**config.mk**
```make
export PLATFORM = sky130hd
export DESIGN_NAME = arm_gate_rotator
export DESIGN_NICKNAME = d
export VERILOG_FILES = /design/src/rtl/agr_pkg.sv /design/src/rtl/agr_ctrl.sv /design/src/rtl/agr_deadband.sv /design/src/rtl/agr_datapath.sv /design/src/rtl/arm_gate_rotator.sv
export SDC_FILE = /design/constraint.sdc
export NUM_CORES = 1
export LEC_CHECK = 0
export BUFFER_PORTS_ARGS = -buffer_cell sky130_fd_sc_hd__buf_2
export CAP_MARGIN = 20
export CORE_ASPECT_RATIO = 0.9
export CORE_MARGIN = 8
export CORE_UTILIZATION = 50
export CTS_CLUSTER_DIAMETER = 200
export CTS_CLUSTER_SIZE = 30
export DETAILED_ROUTE_END_ITERATION = 7
export PLACE_DENSITY = 0.65
export SLEW_MARGIN = 20
export SYNTH_ARGS = -nofsm -noshare
export SYNTH_HDL_FRONTEND = slang
export SYNTH_HIERARCHICAL = 1
export SYNTH_SLANG_ARGS = --single-unit
```
**constraint.sdc**
```tcl
create_clock -name clk -period 2.9 [get_ports clk]
set_input_delay 0.725 -clock clk [delete_from_list [all_inputs] [get_ports clk]]
set_output_delay 0.725 -clock clk [all_outputs]
set_load 0.01 [all_outputs]
```
**src/rtl/agr_pkg.sv**
```systemverilog
package agr_pkg;
  localparam int SM_PER_ARM = 4;
  localparam int OFS_W = $clog2(SM_PER_ARM);
  localparam int CNT_W = $clog2(SM_PER_ARM + 1);

  // control-to-datapath strobes and counts
  typedef struct packed {
    logic             advance;
    logic [OFS_W-1:0] offset;
    logic [CNT_W-1:0] upCount;
    logic [CNT_W-1:0] loCount;
  } agr_ctl_t;
endpackage

```
**src/rtl/agr_ctrl.sv**
```systemverilog
module agr_ctrl
  import agr_pkg::*;
(
  input  logic             clk,
  input  logic             rst,
  input  logic [CNT_W-1:0] level,
  input  logic             cycleStart,
  output agr_ctl_t         ctl
);
  logic [OFS_W-1:0] rotOfs;
  logic [CNT_W-1:0] clampLvl;

  always_ff @(posedge clk) begin
    if (rst) rotOfs <= '0;
    else if (cycleStart) rotOfs <= rotOfs + 1'b1;
  end

  always_comb begin
    clampLvl    = (level > CNT_W'(SM_PER_ARM)) ? CNT_W'(SM_PER_ARM) : level;
    ctl.advance = cycleStart;
    ctl.offset  = rotOfs;
    ctl.upCount = clampLvl;
    ctl.loCount = CNT_W'(SM_PER_ARM) - clampLvl;
  end
endmodule

```
**src/rtl/agr_deadband.sv**
```systemverilog
module agr_deadband #(
  parameter int DT_W = 8
) (
  input  logic            clk,
  input  logic            rst,
  input  logic            want,
  input  logic [DT_W-1:0] deadTime,
  output logic            swTop,
  output logic            swBot
);
  logic            applied;
  logic [DT_W-1:0] blankCnt;

  always_ff @(posedge clk) begin
    if (rst) begin
      applied  <= 1'b0;
      blankCnt <= '0;
      swTop    <= 1'b0;
      swBot    <= 1'b1;
    end else if (want != applied) begin
      applied <= want;
      if (deadTime == '0) begin
        swTop    <= want;
        swBot    <= ~want;
        blankCnt <= '0;
      end else begin
        swTop    <= 1'b0;
        swBot    <= 1'b0;
        blankCnt <= deadTime;
      end
    end else if (blankCnt != '0) begin
      blankCnt <= blankCnt - 1'b1;
      if (blankCnt == DT_W'(1)) begin
        swTop <= applied;
        swBot <= ~applied;
      end
    end
  end
endmodule

```
**src/rtl/agr_datapath.sv**
```systemverilog
module agr_datapath
  import agr_pkg::*;
#(
  parameter int DT_W = 8
) (
  input  logic                  clk,
  input  logic                  rst,
  input  agr_ctl_t              ctl,
  input  logic [DT_W-1:0]       deadTime,
  output logic [SM_PER_ARM-1:0] upperTop,
  output logic [SM_PER_ARM-1:0] upperBot,
  output logic [SM_PER_ARM-1:0] lowerTop,
  output logic [SM_PER_ARM-1:0] lowerBot
);
  localparam int ARMS = 2;

  logic [SM_PER_ARM-1:0] topV [ARMS];
  logic [SM_PER_ARM-1:0] botV [ARMS];

  for (genvar arm = 0; arm < ARMS; arm++) begin : g_arm
    logic [CNT_W-1:0] armCount;
    assign armCount = (arm == 0) ? ctl.upCount : ctl.loCount;
    for (genvar sm = 0; sm < SM_PER_ARM; sm++) begin : g_sm
      logic [OFS_W-1:0] chanIdx;
      logic             wantIns;
      // channel that lands on this submodule under the current rotation
      assign chanIdx = OFS_W'(sm) - ctl.offset;
      assign wantIns = CNT_W'(chanIdx) < armCount;
      agr_deadband #(.DT_W(DT_W)) u_db (
        .clk     (clk),
        .rst     (rst),
        .want    (wantIns),
        .deadTime(deadTime),
        .swTop   (topV[arm][sm]),
        .swBot   (botV[arm][sm])
      );
    end
  end

  assign upperTop = topV[0];
  assign upperBot = botV[0];
  assign lowerTop = topV[1];
  assign lowerBot = botV[1];
endmodule

```
**src/rtl/arm_gate_rotator.sv**
```systemverilog
module arm_gate_rotator
  import agr_pkg::*;
#(
  parameter int DT_W = 8
) (
  input  logic                  clk,
  input  logic                  rst,
  input  logic [CNT_W-1:0]      level,
  input  logic                  cycleStart,
  input  logic [DT_W-1:0]       deadTime,
  output logic [SM_PER_ARM-1:0] upperTop,
  output logic [SM_PER_ARM-1:0] upperBot,
  output logic [SM_PER_ARM-1:0] lowerTop,
  output logic [SM_PER_ARM-1:0] lowerBot
);
  agr_ctl_t         ctlBus;
  logic [OFS_W-1:0] rotOffset;

  assign rotOffset = ctlBus.offset;

  agr_ctrl u_ctrl (
    .clk       (clk),
    .rst       (rst),
    .level     (level),
    .cycleStart(cycleStart),
    .ctl       (ctlBus)
  );

  agr_datapath #(.DT_W(DT_W)) u_dp (
    .clk     (clk),
    .rst     (rst),
    .ctl     (ctlBus),
    .deadTime(deadTime),
    .upperTop(upperTop),
    .upperBot(upperBot),
    .lowerTop(lowerTop),
    .lowerBot(lowerBot)
  );
endmodule

```
After elaboration in Yosys (flattened, before gate mapping)
Index checks and enable logic that the tools add are counted.
- add/subtract/negate cells: 14
- magnitude comparators: 9
- equality and inequality tests: 16
- multiplexer cells: 82
- bitwise gates (word level): 16
- reductions and logical operators: 33
- operators by type and width (kind ; count):
    two-way mux 8 bit ; 17
    equality test 8 x 1 -> 1 bit (second input constant) ; 8
    two-way mux 1 bit ; 64
    nonzero test 8 bit ; 8
    subtractor 8 x 1 -> 8 bit (second input constant) ; 8
    nonzero test 2 bit ; 16
    less-than comparator 2 x 3 -> 1 bit ; 8
    NOT 1 bit ; 16
    AND reduction 2 bit ; 8
    zero test 8 bit ; 1
    != test 1 bit ; 8
    subtractor 1 x 2 -> 2 bit (first input constant) ; 2
    subtractor 2 bit (first input constant) ; 2
    > comparator 3 bit (second input constant) ; 1
    two-way mux 3 bit ; 1
    subtractor 3 bit (first input constant) ; 1
    adder 2 x 1 -> 2 bit (second input constant) ; 1
- register bits after elaboration: 90
- bits of input ports: 14
- output and inout port bits: 16
- logic and storage cells: 203

Depth between registers and ports, before layout
Gate-level depths: netlist of run 1.
- word-level depth: 7
- depth in mapped cells: 11
- mapped depth without buffers: 9

Hierarchy
The synthesis of run 1 kept the hierarchy.
- by module, submodules not included (module ; times used ; cells each ; area each (um^2) ; seq. area each (um^2)):
    agr_deadband at u_dp.g_arm[0].g_sm[0].u_db ... ; 7 ; 77 ; 690.7 ; 220.2
    agr_deadband at u_dp.g_arm[0].g_sm[3].u_db ; 1 ; 78 ; 684.4 ; 220.2
    agr_datapath ; 1 ; 33 ; 239.0 ; 0.0
    agr_ctrl ; 1 ; 16 ; 138.9 ; 40.0

Worst setup path after synthesis of run 1
OpenSTA, ideal clock, no wires.
- kind: input -> register
- from: input level[2]
- to: register u_dp.g_arm[1].g_sm[3].u_db.blankCnt[0]
- setup time: 0.122 ns
- data arrival time: 2.518 ns
- data required time: 2.778 ns
- path slack: 0.260 ns
- stages on the path: 10
- buffers on the path: 1
- path through: nand2b_1 > ha_1 > inv_1 > ha_1 > a21boi_0 > o21ai_1 > buf_4 > xor2_2 > a2111oi_1 > a311o_1
- RTL lines (what ; RTL line ; source):
    from (decl) ; arm_gate_rotator.sv:8 ; input logic [CNT_W-1:0] level,
    to (signal assigned) ; agr_deadband.sv:29 ; blankCnt <= deadTime;
    to (signal assigned) ; agr_deadband.sv:32 ; blankCnt <= blankCnt - 1'b1;
    to (decl) ; agr_deadband.sv:12 ; logic [DT_W-1:0] blankCnt;

==> flow_results.org, run 1 <==
** Run status
- The flow ran to the end, and the final reports show no timing, DRC or antenna violations.

** Layout
- Area of the multi-input gates :: 3810 um^2
- 0 antenna diodes ended up in the layout.
- Finished layout cell area :: 6580 um^2
- For this run, the post-layout net count is 751.
- After filler insertion, the fill cell instance count of the layout stands at 1060.
- Signed area change from the synthesized netlist to the final layout :: 11.7%
- FF/Latch Area :: 1800 um^2
- The post-route netlist has 16.6% of its cells at a drive strength greater than 1.
- At the end of the flow the core is filled with cells to 57.3%.
- After the flow finishes, the layout carries non-filler instances totaling 865.

** Clock network
- The later pin in the worst-skew pair is clocked with a latency of 0.34 ns.
- H-tree depth reported by CTS :: 3
- CTS Buf Count :: 9
- CTS sink count :: 90
- Postcts setup bufs :: 0
- Gates resized during post-CTS repair numbered 0.
- Clock slew seen by the registers of the worst setup and hold paths :: 0.06 ns
- Hold-fix buffers at CTS :: 0
- Clk Tree Root Cell :: sky130_fd_sc_hd__clkbuf_16
- Maximum buffer depth of the clock tree :: 2
- TritonCTS clock tree :: yes

** Synth
- Synthesized area :: 5890 um^2
- The average instance in the mapped netlist occupies 8.86 um^2.
- Post-synthesis cell count :: 665
- Post-synth net total :: 712
- During synthesis, Yosys emitted a total of 6 warnings.

** Global routing
- Global routing used 29.3% of the available met2 tracks.
- Total track usage :: 18.5%
- In the global route stage, met1 resource usage came out at 24.5%.
- GRT overflow :: 0
- Vias in the first global route :: 4803
- Layer with the highest usage :: met2
- Entering global routing, the biggest net connects 43 pins.
- GRT met3 Usage :: 3.61%
- Global-route wire length before repair :: 23.4 mm
- The initial antenna violation count was 0.

** Worst setup path
- Buffers & Inverters on Critical Path :: 5
- Family with the most delay on the worst path :: buffers and inverters
- Crit-path max cell delay :: 0.29 ns
- Along the worst path, the maximum fanout reaches 7.
- The signal on the critical path passes through buf_2, nand2b_1, ha_1, inv_1, buf_4, ha_1, nor2b_1, a31oi_1, buf_4, xor2_2, buf_4, o21ai_2, a211oi_1.
- Nature of the critical path endpoint :: flip-flop
- By instance count, the cell type seen most on the critical path is sky130_fd_sc_hd__buf_4.
- The worst setup path is of the input port to flip-flop kind.
- Among all stages on the critical path, the largest delay is contributed by sky130_fd_sc_hd__ha_1.
- Required time at the endpoint of the critical path :: 3.15 ns
- The worst setup path is launched from an input port.
- Arrival time reported for the critical path endpoint :: 2.83 ns

** STA
- Final slew viol count :: 0
- For the final database, setup skew stands at 0.00622 ns.
- On the final layout, the worst hold slack is 0.483 ns.
- The final hold violation count is 0.
- Worst-case headroom to the max-slew limit :: 68.4%
- For this run, the top clock speed supported by timing is 388 MHz.
- Final setup viols :: 0
- Setup repair after global routing left no endpoint under its margin.
- Tmin final :: 2.58 ns
- Share of the clock period used by the worst path after layout :: 88.9%
- At the pin with the least slew margin, the transition time is 0.475 ns.

** Detailed routing
- Vias per std cell :: 5.81
- Antenna violation net count after detailed routing :: 0
- Dividing the detail-routed wire length by the instance count gives 16.0 um.
- Drt first pass iters :: 4
- Final routed DRC violation total :: 0
- DRC marker count from the first detailed-route iteration :: 355
- The routed layout has 5028 vias.
- Final Routed Wirelength :: 13.9 mm

** Die
- The floorplan step set the die width to 130 um.
- 30 I/O pins were placed.
- Die height :: 119 um
- Number of placement rows :: 37
- Core outline area :: 11500 um^2
- For this configuration, the core starts out at a cell density of 51.3%.
- The die covers 15500 um^2.

** Placement
- Number of instances in the placed design :: 849
- Area after detailed placement :: 6280 um^2
- At the end of routability-driven placement, the weighted congestion stood at 0.826.
- Post-DP HPWL :: 9.46 mm
- The count of buffers added on input and output ports is 29.

** Power and ir drop
- Highest ir drop seen on vdd :: 0.000395 V
- The analysis attributes to cell leakage a power of 0.00252 uW.
- Tot Pwr :: 5620 uW
- Power density relative to cell area :: 854 nW/um^2

** Worst hold path
- In this run the worst hold path is classified as flip-flop to flip-flop.

** Job
- Max-cap violations :: 0
## metrics by stage
stage,TNS (ns),setup slack [ns]
after floorplan,0,0.260
after global placement,0,0.0434
after detailed placement,-0.0446,-0.0249
after CTS,0,0.310
after global routing,0,0.144
final,0,0.322
## power by group
part	internal (uW)	switching (uW)	leakage (uW)	total [uW]
combinational	1130	1290	0.00163	2420
clock	715	474	0.000147	1190
sequential	1560	456	0.000750	2010
total	3400	2220	0.00252	5620
## layer usage
metal	vias to the layer above	wire length, um
li1	2513	-
met1	2415	6660
met2	84	6510
met3	16	515
met4	0	195
met5	-	0
## path summary, 6_finish.rpt
| path | startpoint | end | slack [ns] | cells past startpoint |
|---|---|---|---|---|
| worst min-delay path | u_dp/g_arm[0].g_sm[2].u_db/swTop | u_dp/g_arm[0].g_sm[2].u_db/swTop | 0.48 | 2 |
| worst max register to register | u_ctrl/rotOfs[0] | u_dp/g_arm[1].g_sm[0].u_db/blankCnt[5] | 0.56 | 10 |
| worst max-delay path | level[2] | u_dp/g_arm[1].g_sm[0].u_db/blankCnt[5] | 0.32 | 13 |
| worst min register to register | u_dp/g_arm[0].g_sm[2].u_db/swTop | u_dp/g_arm[0].g_sm[2].u_db/swTop | 0.48 | 2 |
## tightest hold or removal path, delay by kind of cell (launching register included)
kind | cells | cell delay, ns
DFF | 1 | 0.32
AOI/OAI and AO/OA | 1 | 0.06
and+or+nand+nor | 1 | 0.06
## registers in the layout, indices dropped and copies added, names as in the netlist
| register | count |
|---|---|
| u_ctrl/rotOfs | 2 |
| u_dp/g_arm.g_sm.u_db/swTop | 8 |
| u_dp/g_arm.g_sm.u_db/applied | 8 |
| u_dp/g_arm.g_sm.u_db/swBot | 8 |
| u_dp/g_arm.g_sm.u_db/blankCnt | 64 |
## final cells by class
type	instances	area share, %
Clock inverter	2	0.532
Timing Repair Buffer	54	5.25
Multi-Input combinational cell	515	57.9
Tap cell	156	2.97
Sequential cell	90	27.4
Clock buffer	14	4.01
Inverter	34	1.94
## cell usage in the layout (no fill, tap or decap), types with 9 or more instances in the layout
cell type,n
sky130_fd_sc_hd__nor2b_1,18
sky130_fd_sc_hd__xnor2_1,25
sky130_fd_sc_hd__ha_1,33
sky130_fd_sc_hd__nor4_1,10
sky130_fd_sc_hd__inv_1,34
sky130_fd_sc_hd__nor2_1,82
sky130_fd_sc_hd__nor3_1,29
sky130_fd_sc_hd__buf_4,24
sky130_fd_sc_hd__and3_1,9
sky130_fd_sc_hd__o21ai_1,10
sky130_fd_sc_hd__a211oi_1,40
sky130_fd_sc_hd__clkbuf_16,9
sky130_fd_sc_hd__nand3_1,24
sky130_fd_sc_hd__dfxtp_1,90
sky130_fd_sc_hd__nand2b_1,11
sky130_fd_sc_hd__nand2_1,31
sky130_fd_sc_hd__a21oi_1,29
sky130_fd_sc_hd__buf_2,29
sky130_fd_sc_hd__nand3b_1,9
sky130_fd_sc_hd__a311o_1,9
sky130_fd_sc_hd__xor2_1,25
No activity file was read; power rests on OpenSTA's default activity.
==> inputs of run 2 (changes only) <==
CORE_MARGIN = 2   (was 8)
==> flow_results.org, run 2 (same netlist as run 1, synthesis figures left out) <==
** Clock network
- The depth of the CTS H-tree was 3 (unchanged).
- Hold-fix buffers at CTS :: 0 (unchanged)
- The tree is rooted in a sky130_fd_sc_hd__clkbuf_16.
- Later-pin clock latency in the skew report :: 0.35 ns (about the same)
- The total number of clock tree sinks was 90 (unchanged).
- Maximum buffer depth of the clock tree :: 2 (unchanged)
- The clock-pin slew reported for the worst setup and hold paths after clock tree synthesis is 0.06 ns (about the same).
- The count of cells resized by post-cts repair came to 0 (unchanged).
- TritonCTS clock tree :: yes
- CTS Buf Count :: 9 (unchanged)
- Postcts setup bufs :: 0 (unchanged)

** Detailed routing
- Antenna violation net count after detailed routing :: 0 (unchanged)
- The total number of vias was 5127 (+2.0%).
- Drt first pass iters :: 5 (+1)
- DRC marker count from the first detailed-route iteration :: 354 (-0.28%)
- The average wire per standard cell is 16.5 um (+2.7%).
- The number of vias per cell after detailed routing came to 5.93 (+2.1%).
- The sum of routed wire length over all layers is 14.2 mm (+2.6%).
- Final routed DRC violation total :: 0 (unchanged)

** Power and ir drop
- The clock group share of total power is 23.3% (+2.2 points).
- Register share of total power :: 34.8% (-1.0 points)
- The internal power came to 3540 uW (+4.0%).
- Power share of the combinational group :: 41.9% (-1.2 points)
- The switching power summed over all nets was 2260 uW (+1.8%).
- The leakage power figure is 0.00254 uW (+0.71%).
- Highest ir drop seen on vdd :: 0.000409 V (+3.4%)
- Power density relative to cell area :: 876 nW/um^2 (+2.5%)
- Proportion of total power due to net switching :: 39.0% (-0.52 points)

** Global routing
- Global-route wire length before repair :: 24.1 mm (+3.2%)
- The number of global-route vias before repair was 5062 (+5.4%).
- Total track usage :: 23.4% (+4.9 points)
- GRT overflow :: 0 (unchanged)
- The initial antenna violation count is 0 (unchanged).
- The largest net degree at the start of global routing came to 67 (+56%).

** STA
- The final max-slew violation count is 0 (unchanged).
- The post-route clock skew is 0.00646 ns (+0.000243 ns).
- Hold Vio Cnt, Final :: 0 (unchanged)
- The final period utilization was 88.9% (about the same).
- Final setup viols :: 0 (unchanged)
- The smallest hold slack is 0.481 ns (-0.00188 ns).
- The worst-margin pin slew came to 0.458 ns (-0.0161 ns).
- Highest clock frequency the design can meet :: 388 MHz (about the same)
- Worst-case headroom to the max-slew limit :: 69.4% (+1.0 points)
- The minimum clock period came to 2.58 ns (+0.000887 ns).
- RSZ-0062 raised after global routing :: false

** Layout
- Most frequent standard cell in the layout excluding fill and tap cells :: sky130_fd_sc_hd__dfxtp_1
- Leading cell types in the layout, fill and taps excluded :: sky130_fd_sc_hd__dfxtp_1 (90), sky130_fd_sc_hd__nor2_1 (82), sky130_fd_sc_hd__a211oi_1 (40), sky130_fd_sc_hd__inv_1 (34), sky130_fd_sc_hd__ha_1 (33)
- Finished layout cell area :: 6620 um^2 (+0.65%)
- Relative to the synthesized area, the layout overhead comes to 12.5%.
- The number of flip-flops in the largest register was 64 (unchanged).
- The count of antenna diodes in the layout was 0 (unchanged).
- NumNets Final :: 751 (unchanged)
- The share of final-layout standard cells stronger than drive strength 1 came to 16.9% (+0.31 points).
- Largest register by flop count :: u_dp/g_arm.g_sm.u_db/blankCnt
- The fraction of the core area covered by cells at the end of the flow was 57.7% (+0.37 points).

** Worst setup path
- Critical path peak fanout :: 7 (unchanged)
- Arrival time reported for the critical path endpoint :: 2.82 ns (about the same)
- Critical path start-end classification :: input port to flip-flop
- Required time at the endpoint of the critical path :: 3.14 ns (about the same)
- Nature of the critical path endpoint :: flip-flop
- STA classifies the critical path startpoint as an input port.

** Placement
- Area after detailed placement :: 6280 um^2 (unchanged)
- Post-DP HPWL :: 9.43 mm (-0.27%)
- The weighted congestion at the end of routability-driven global placement was 0.825 (-0.15%).
- The total of buffers placed on input and output ports was 29 (unchanged).

** Die
- The horizontal extent of the die came to 118 um (-9.2%).
- I/O pins :: 30 (unchanged)
- Core outline area :: 11500 um^2 (unchanged)
- Die Footprint :: 12700 um^2 (-18%)
- Die height :: 107 um (-10%)
- The number of rows in the core area came to 37 (unchanged).
- The starting density of the core is 51.3% (unchanged).

** Worst hold path
- Worst min-delay path category :: flip-flop to flip-flop

** Run status
- The flow ran to the end, and the final reports show no timing, DRC or antenna violations.

** Job
- The total of max-cap violations came to 0 (unchanged).
-- run 2: area by class of cell --
cell class	count	area, um^2
Fill cell	1110	4860
Multi-Input combinational cell	515	3810
Sequential cell	90	1800
Timing Repair Buffer	54	345
Clock buffer	10	239
Tap cell	156	195
Inverter	34	128
Clock inverter	5	103
-- run 2: routing by layer --
layer	part of all wire [%]	track usage, %	routed length (um)	vias to the layer above
met5	0	0	0	-
met4	1.7	8.25	237	0
met3	4.8	4.47	678	21
met2	48	40.1	6780	140
met1	46	29.6	6550	2448
li1	-	-	-	2518
-- run 2: metrics by stage --
step | total power, uW | setup slack [ns] | instances | setup TNS [ns]
after global routing | 6220 | 0.153 | 864 | 0
final | 5800 | 0.322 | 864 | 0
after global placement | 4330 | 0.0199 | 849 | 0
after detailed placement | 4430 | -0.0429 | 849 | -0.0429
after floorplan | 3850 | 0.260 | 665 | 0
after CTS | 5810 | 0.330 | 864 | 0
-- run 2: critical path, stage by stage --
cell and delay, ns:
sky130_fd_sc_hd__buf_2 0.10, sky130_fd_sc_hd__nand2b_1 0.16, sky130_fd_sc_hd__ha_1 0.28, sky130_fd_sc_hd__inv_1 0.05
sky130_fd_sc_hd__ha_1 0.30, sky130_fd_sc_hd__a21boi_0 0.13, sky130_fd_sc_hd__o21ai_1 0.18, sky130_fd_sc_hd__buf_4 0.19
sky130_fd_sc_hd__xor2_2 0.27, sky130_fd_sc_hd__a2111oi_1 0.11, sky130_fd_sc_hd__a311o_1 0.34
-- run 2: power groups by stage --
stage	Clock, uW	Combinational (uW)	Sequential, uW
4_1_cts	1380	2410	2020
6_report	1350	2430	2020
3_3_place_gp	0	2310	2020
5_1_grt	1430	2720	2070
3_5_place_dp	0	2390	2040
2_1_floorplan	0	1910	1940
-- run 2: final timing paths --
| path | endpoint | depth (start not counted) | startpoint | slack (ns) |
|---|---|---|---|---|
| worst min-delay path | u_dp/g_arm[0].g_sm[0].u_db/swTop | 2 | u_dp/g_arm[0].g_sm[0].u_db/swTop | 0.48 |
| worst max-delay path | u_dp/g_arm[1].g_sm[3].u_db/blankCnt[0] | 11 | level[2] | 0.32 |
| worst min register to register | u_dp/g_arm[0].g_sm[0].u_db/swTop | 2 | u_dp/g_arm[0].g_sm[0].u_db/swTop | 0.48 |
| worst max register to register | u_dp/g_arm[0].g_sm[0].u_db/blankCnt[3] | 10 | u_ctrl/rotOfs[0] | 0.55 |
==> inputs of run 3 (changes only) <==
CORE_ASPECT_RATIO = 0.7   (was 0.9)
GPL_TIMING_DRIVEN = 0   (was not set)
==> flow_results.org, run 3 (same netlist as run 1, synthesis figures left out) <==
** Detailed routing
- Final Routed Wirelength :: 14.4 mm (+0.86%)
- The number of vias per cell after detailed routing is 5.81 (-2.1%).
- Drt first pass iters :: 5 (unchanged)
- The count of nets left with antenna violations after detail routing came to 0 (unchanged).
- Via count :: 5039 (-1.7%)
- WL/cell :: 16.6 um (+0.51%)
- Final routed DRC violation total :: 0 (unchanged)
- DRC marker count from the first detailed-route iteration :: 412 (+16%)

** Die
- The I/O pin count is 30 (unchanged).
- The placeable core region came to 11600 um^2 (+1.1%).
- The vertical extent of the die came to 94.8 um (-11%).
- The number of rows in the core area came to 33 (-11%).
- The horizontal extent of the die came to 134 um (+13%).
- Die Footprint :: 12700 um^2 (+0.10%)
- The starting density of the core was 50.8% (-0.54 points).

** Clock network
- The clock latency of the later-clocked register in the worst-skew pair is 0.34 ns (about the same).
- Clk Tree Root Cell :: sky130_fd_sc_hd__clkbuf_16
- TritonCTS clock tree :: yes
- The number of buffers created by CTS came to 9 (unchanged).
- The post-CTS setup repair buffer count was 0 (unchanged).
- H-tree depth reported by CTS :: 3 (unchanged)
- The total number of clock tree sinks is 90 (unchanged).
- The worst-case clock buffer depth came to 2 (unchanged).
- Clock slew seen by the registers of the worst setup and hold paths :: 0.06 ns (about the same)

** STA
- Share of the clock period used by the worst path after layout :: 93.1% (+4.1 points)
- The number of endpoints failing setup at the final stage is 0 (unchanged).
- The fmax came to 371 MHz (-4.5%).
- Setup repair after global routing left no endpoint under its margin.
- The smallest hold slack came to 0.483 ns (+0.00118 ns).
- The final max-slew violation count came to 0 (unchanged).
- Tmin final :: 2.70 ns (+0.120 ns)
- The final hold violation count came to 0 (unchanged).
- Pin slew with the least headroom to its limit :: 0.651 ns (+0.193 ns)
- The tightest slew margin relative to the limit was 56.6% (-13 points).
- Post-Route Skew :: 0.00581 ns (-0.000648 ns)

** Layout
- Signed area change from the synthesized netlist to the final layout :: 11.2%
- Final non-filler cell total :: 867 (+0.35%)
- Leaving out fill and tap cells, the most frequent cells in the layout are sky130_fd_sc_hd__dfxtp_1 (90), sky130_fd_sc_hd__nor2_1 (82), sky130_fd_sc_hd__buf_2 (43), sky130_fd_sc_hd__a211oi_1 (40), sky130_fd_sc_hd__inv_1 (34).
- NumNets Final :: 752 (+0.13%)
- More flip-flops sit in one register than any other, and that register is u_dp/g_arm.g_sm.u_db/blankCnt.
- Util after Layout :: 56.5% (-1.2 points)
- Number of flip-flops in the largest register :: 64 (unchanged)
- The number of filler instances in the final layout is 1052 (-5.2%).
- # diodes :: 0 (unchanged)
- The share of final-layout standard cells stronger than drive strength 1 was 16.9% (-0.048 points).
- The library cell used most frequently in the layout, excluding fill and tap cells, is sky130_fd_sc_hd__dfxtp_1.

** Worst setup path
- The worst stage delay on the critical path is 0.34 ns (about the same).
- The required time of the worst setup path is 3.13 ns (about the same).
- The largest individual stage delay along the critical path comes from the cell sky130_fd_sc_hd__a311o_1.
- Buffers & Inverters on Critical Path :: 3 (unchanged)
- Grouping stages by cell kind, the critical path spends the most delay in compound AO/OA/AOI/OAI gates.
- The maximum fanout along the worst path is 7 (unchanged).
- Sequence of cells on the critical path :: buf_2, nand2b_1, ha_1, inv_1, ha_1, a21boi_0, o21ai_1, buf_4, xor2_2, a2111oi_1, a311o_1
- Critical path start-end classification :: input port to flip-flop
- The signal arrival time at the worst endpoint is 2.93 ns (+0.11 ns).
- The worst setup path is launched from an input port.
- Nature of the critical path endpoint :: flip-flop
- In this design, the critical path's most frequently occurring cell is sky130_fd_sc_hd__ha_1.

** Global routing
- The number of global-route vias before repair was 4738 (-6.4%).
- Total track usage :: 23.4% (-0.079 points)
- The first-pass GRT wire length was 23.6 mm (-2.1%).
- Largest net degree at the start of global routing :: 60 (-10%)
- The initial antenna violation count is 0 (unchanged).
- GRT overflow :: 0 (unchanged)

** Power and ir drop
- The maximum resistive drop on vdd was 0.000373 V (-8.9%).
- Power density relative to cell area :: 859 nW/um^2 (-1.9%)
- Tot Pwr :: 5630 uW (-3.0%)
- Leakage power :: 0.00251 uW (-1.1%)

** Placement
- The detailed placement HPWL came to 9.68 mm (+2.6%).
- Number of instances in the placed design :: 851 (+0.24%)
- The total of buffers placed on input and output ports is 29 (unchanged).
- The weighted congestion at the end of routability-driven global placement was 0.862 (+4.5%).

** Job
- Max-cap violations :: 0 (unchanged)

** Worst hold path
- The worst hold path belongs to the class flip-flop to flip-flop.

** Run status
- Outcome :: finished, final reports clean
==> run 3: changes by cell type in the layout (fill, tap and decap cells not counted), moves of 2 or more <==
cell / before / now
sky130_fd_sc_hd__bufinv_16: 3 / 1
sky130_fd_sc_hd__buf_4: 24 / 9
sky130_fd_sc_hd__buf_2: 29 / 43
sky130_fd_sc_hd__clkbuf_1: 0 / 3
==> run 3: worst register-to-register path, stage by stage, from the launching register on <==
cell and delay, ns:
sky130_fd_sc_hd__dfxtp_1 0.52, sky130_fd_sc_hd__xnor2_1 0.24, sky130_fd_sc_hd__inv_1 0.12, sky130_fd_sc_hd__ha_1 0.19
sky130_fd_sc_hd__nor2b_1 0.13, sky130_fd_sc_hd__a31oi_1 0.15, sky130_fd_sc_hd__buf_4 0.19, sky130_fd_sc_hd__xor2_2 0.33
sky130_fd_sc_hd__a2111oi_1 0.11, sky130_fd_sc_hd__a311o_1 0.34
==> run 3: through the flow <==
stage | setup slack, ns | instance area, um^2 | TNS [ns]
4_1_cts | 0.165 | 6540 | 0
6_report | 0.201 | 6550 | 0
3_5_place_dp | -0.193 | 6230 | -1.62
2_1_floorplan | 0.260 | 5890 | 0
5_1_grt | 0.0145 | 6550 | 0
3_3_place_gp | -0.174 | 6230 | -1.02
==> run 3: power breakdown <==
group          total (uW)  leakage, uW  internal [uW]  switching, uW
logic                2420      0.00162           1080           1340
registers            1990     0.000750           1560            436
clock network        1210     0.000145            714            498
total                5630      0.00251           3350           2280
==> run 3: per-layer routing <==
layer | global-route usage, % | wire length, um | vias to the layer above
li1 | - | - | 2506
met1 | 32.4 | 7120 | 2418
met2 | 38.1 | 6600 | 103
met3 | 3.65 | 507 | 12
met4 | 6.03 | 138 | 0
met5 | 0 | 0 | -
==> run 3: repair_timing <==
| action | in CTS | in global routing |
|---|---|---|
| hold buffers | 0 | 0 |
| gates resized for setup | 0 | 2 |
| endpoints found under the setup margin | 0 | 3 |
==> run 3: worst paths after layout <==
kind / start / end / slack, ns / cells after the start
min: u_dp/g_arm[0].g_sm[0].u_db/swTop / u_dp/g_arm[0].g_sm[0].u_db/swTop / 0.48 / 2
max reg2reg: u_ctrl/rotOfs[0] / u_dp/g_arm[1].g_sm[0].u_db/blankCnt[0] / 0.47 / 9
min reg2reg: u_dp/g_arm[0].g_sm[0].u_db/swTop / u_dp/g_arm[0].g_sm[0].u_db/swTop / 0.48 / 2
max: level[2] / u_dp/g_arm[1].g_sm[3].u_db/blankCnt[0] / 0.20 / 11
==> run 3: area by class of cell <==
class / count / area, um^2 / area share, %
repair buffers: 29 / 148 / 2.25
clock buffers: 12 / 256 / 3.92
inverters: 34 / 128 / 1.95
flip-flops and latches: 90 / 1800 / 27.5
plain buffers: 26 / 150 / 2.29
clock inverters: 4 / 50.0 / 0.764
multi-input cells: 515 / 3820 / 58.3
well taps: 157 / 196 / 3.00
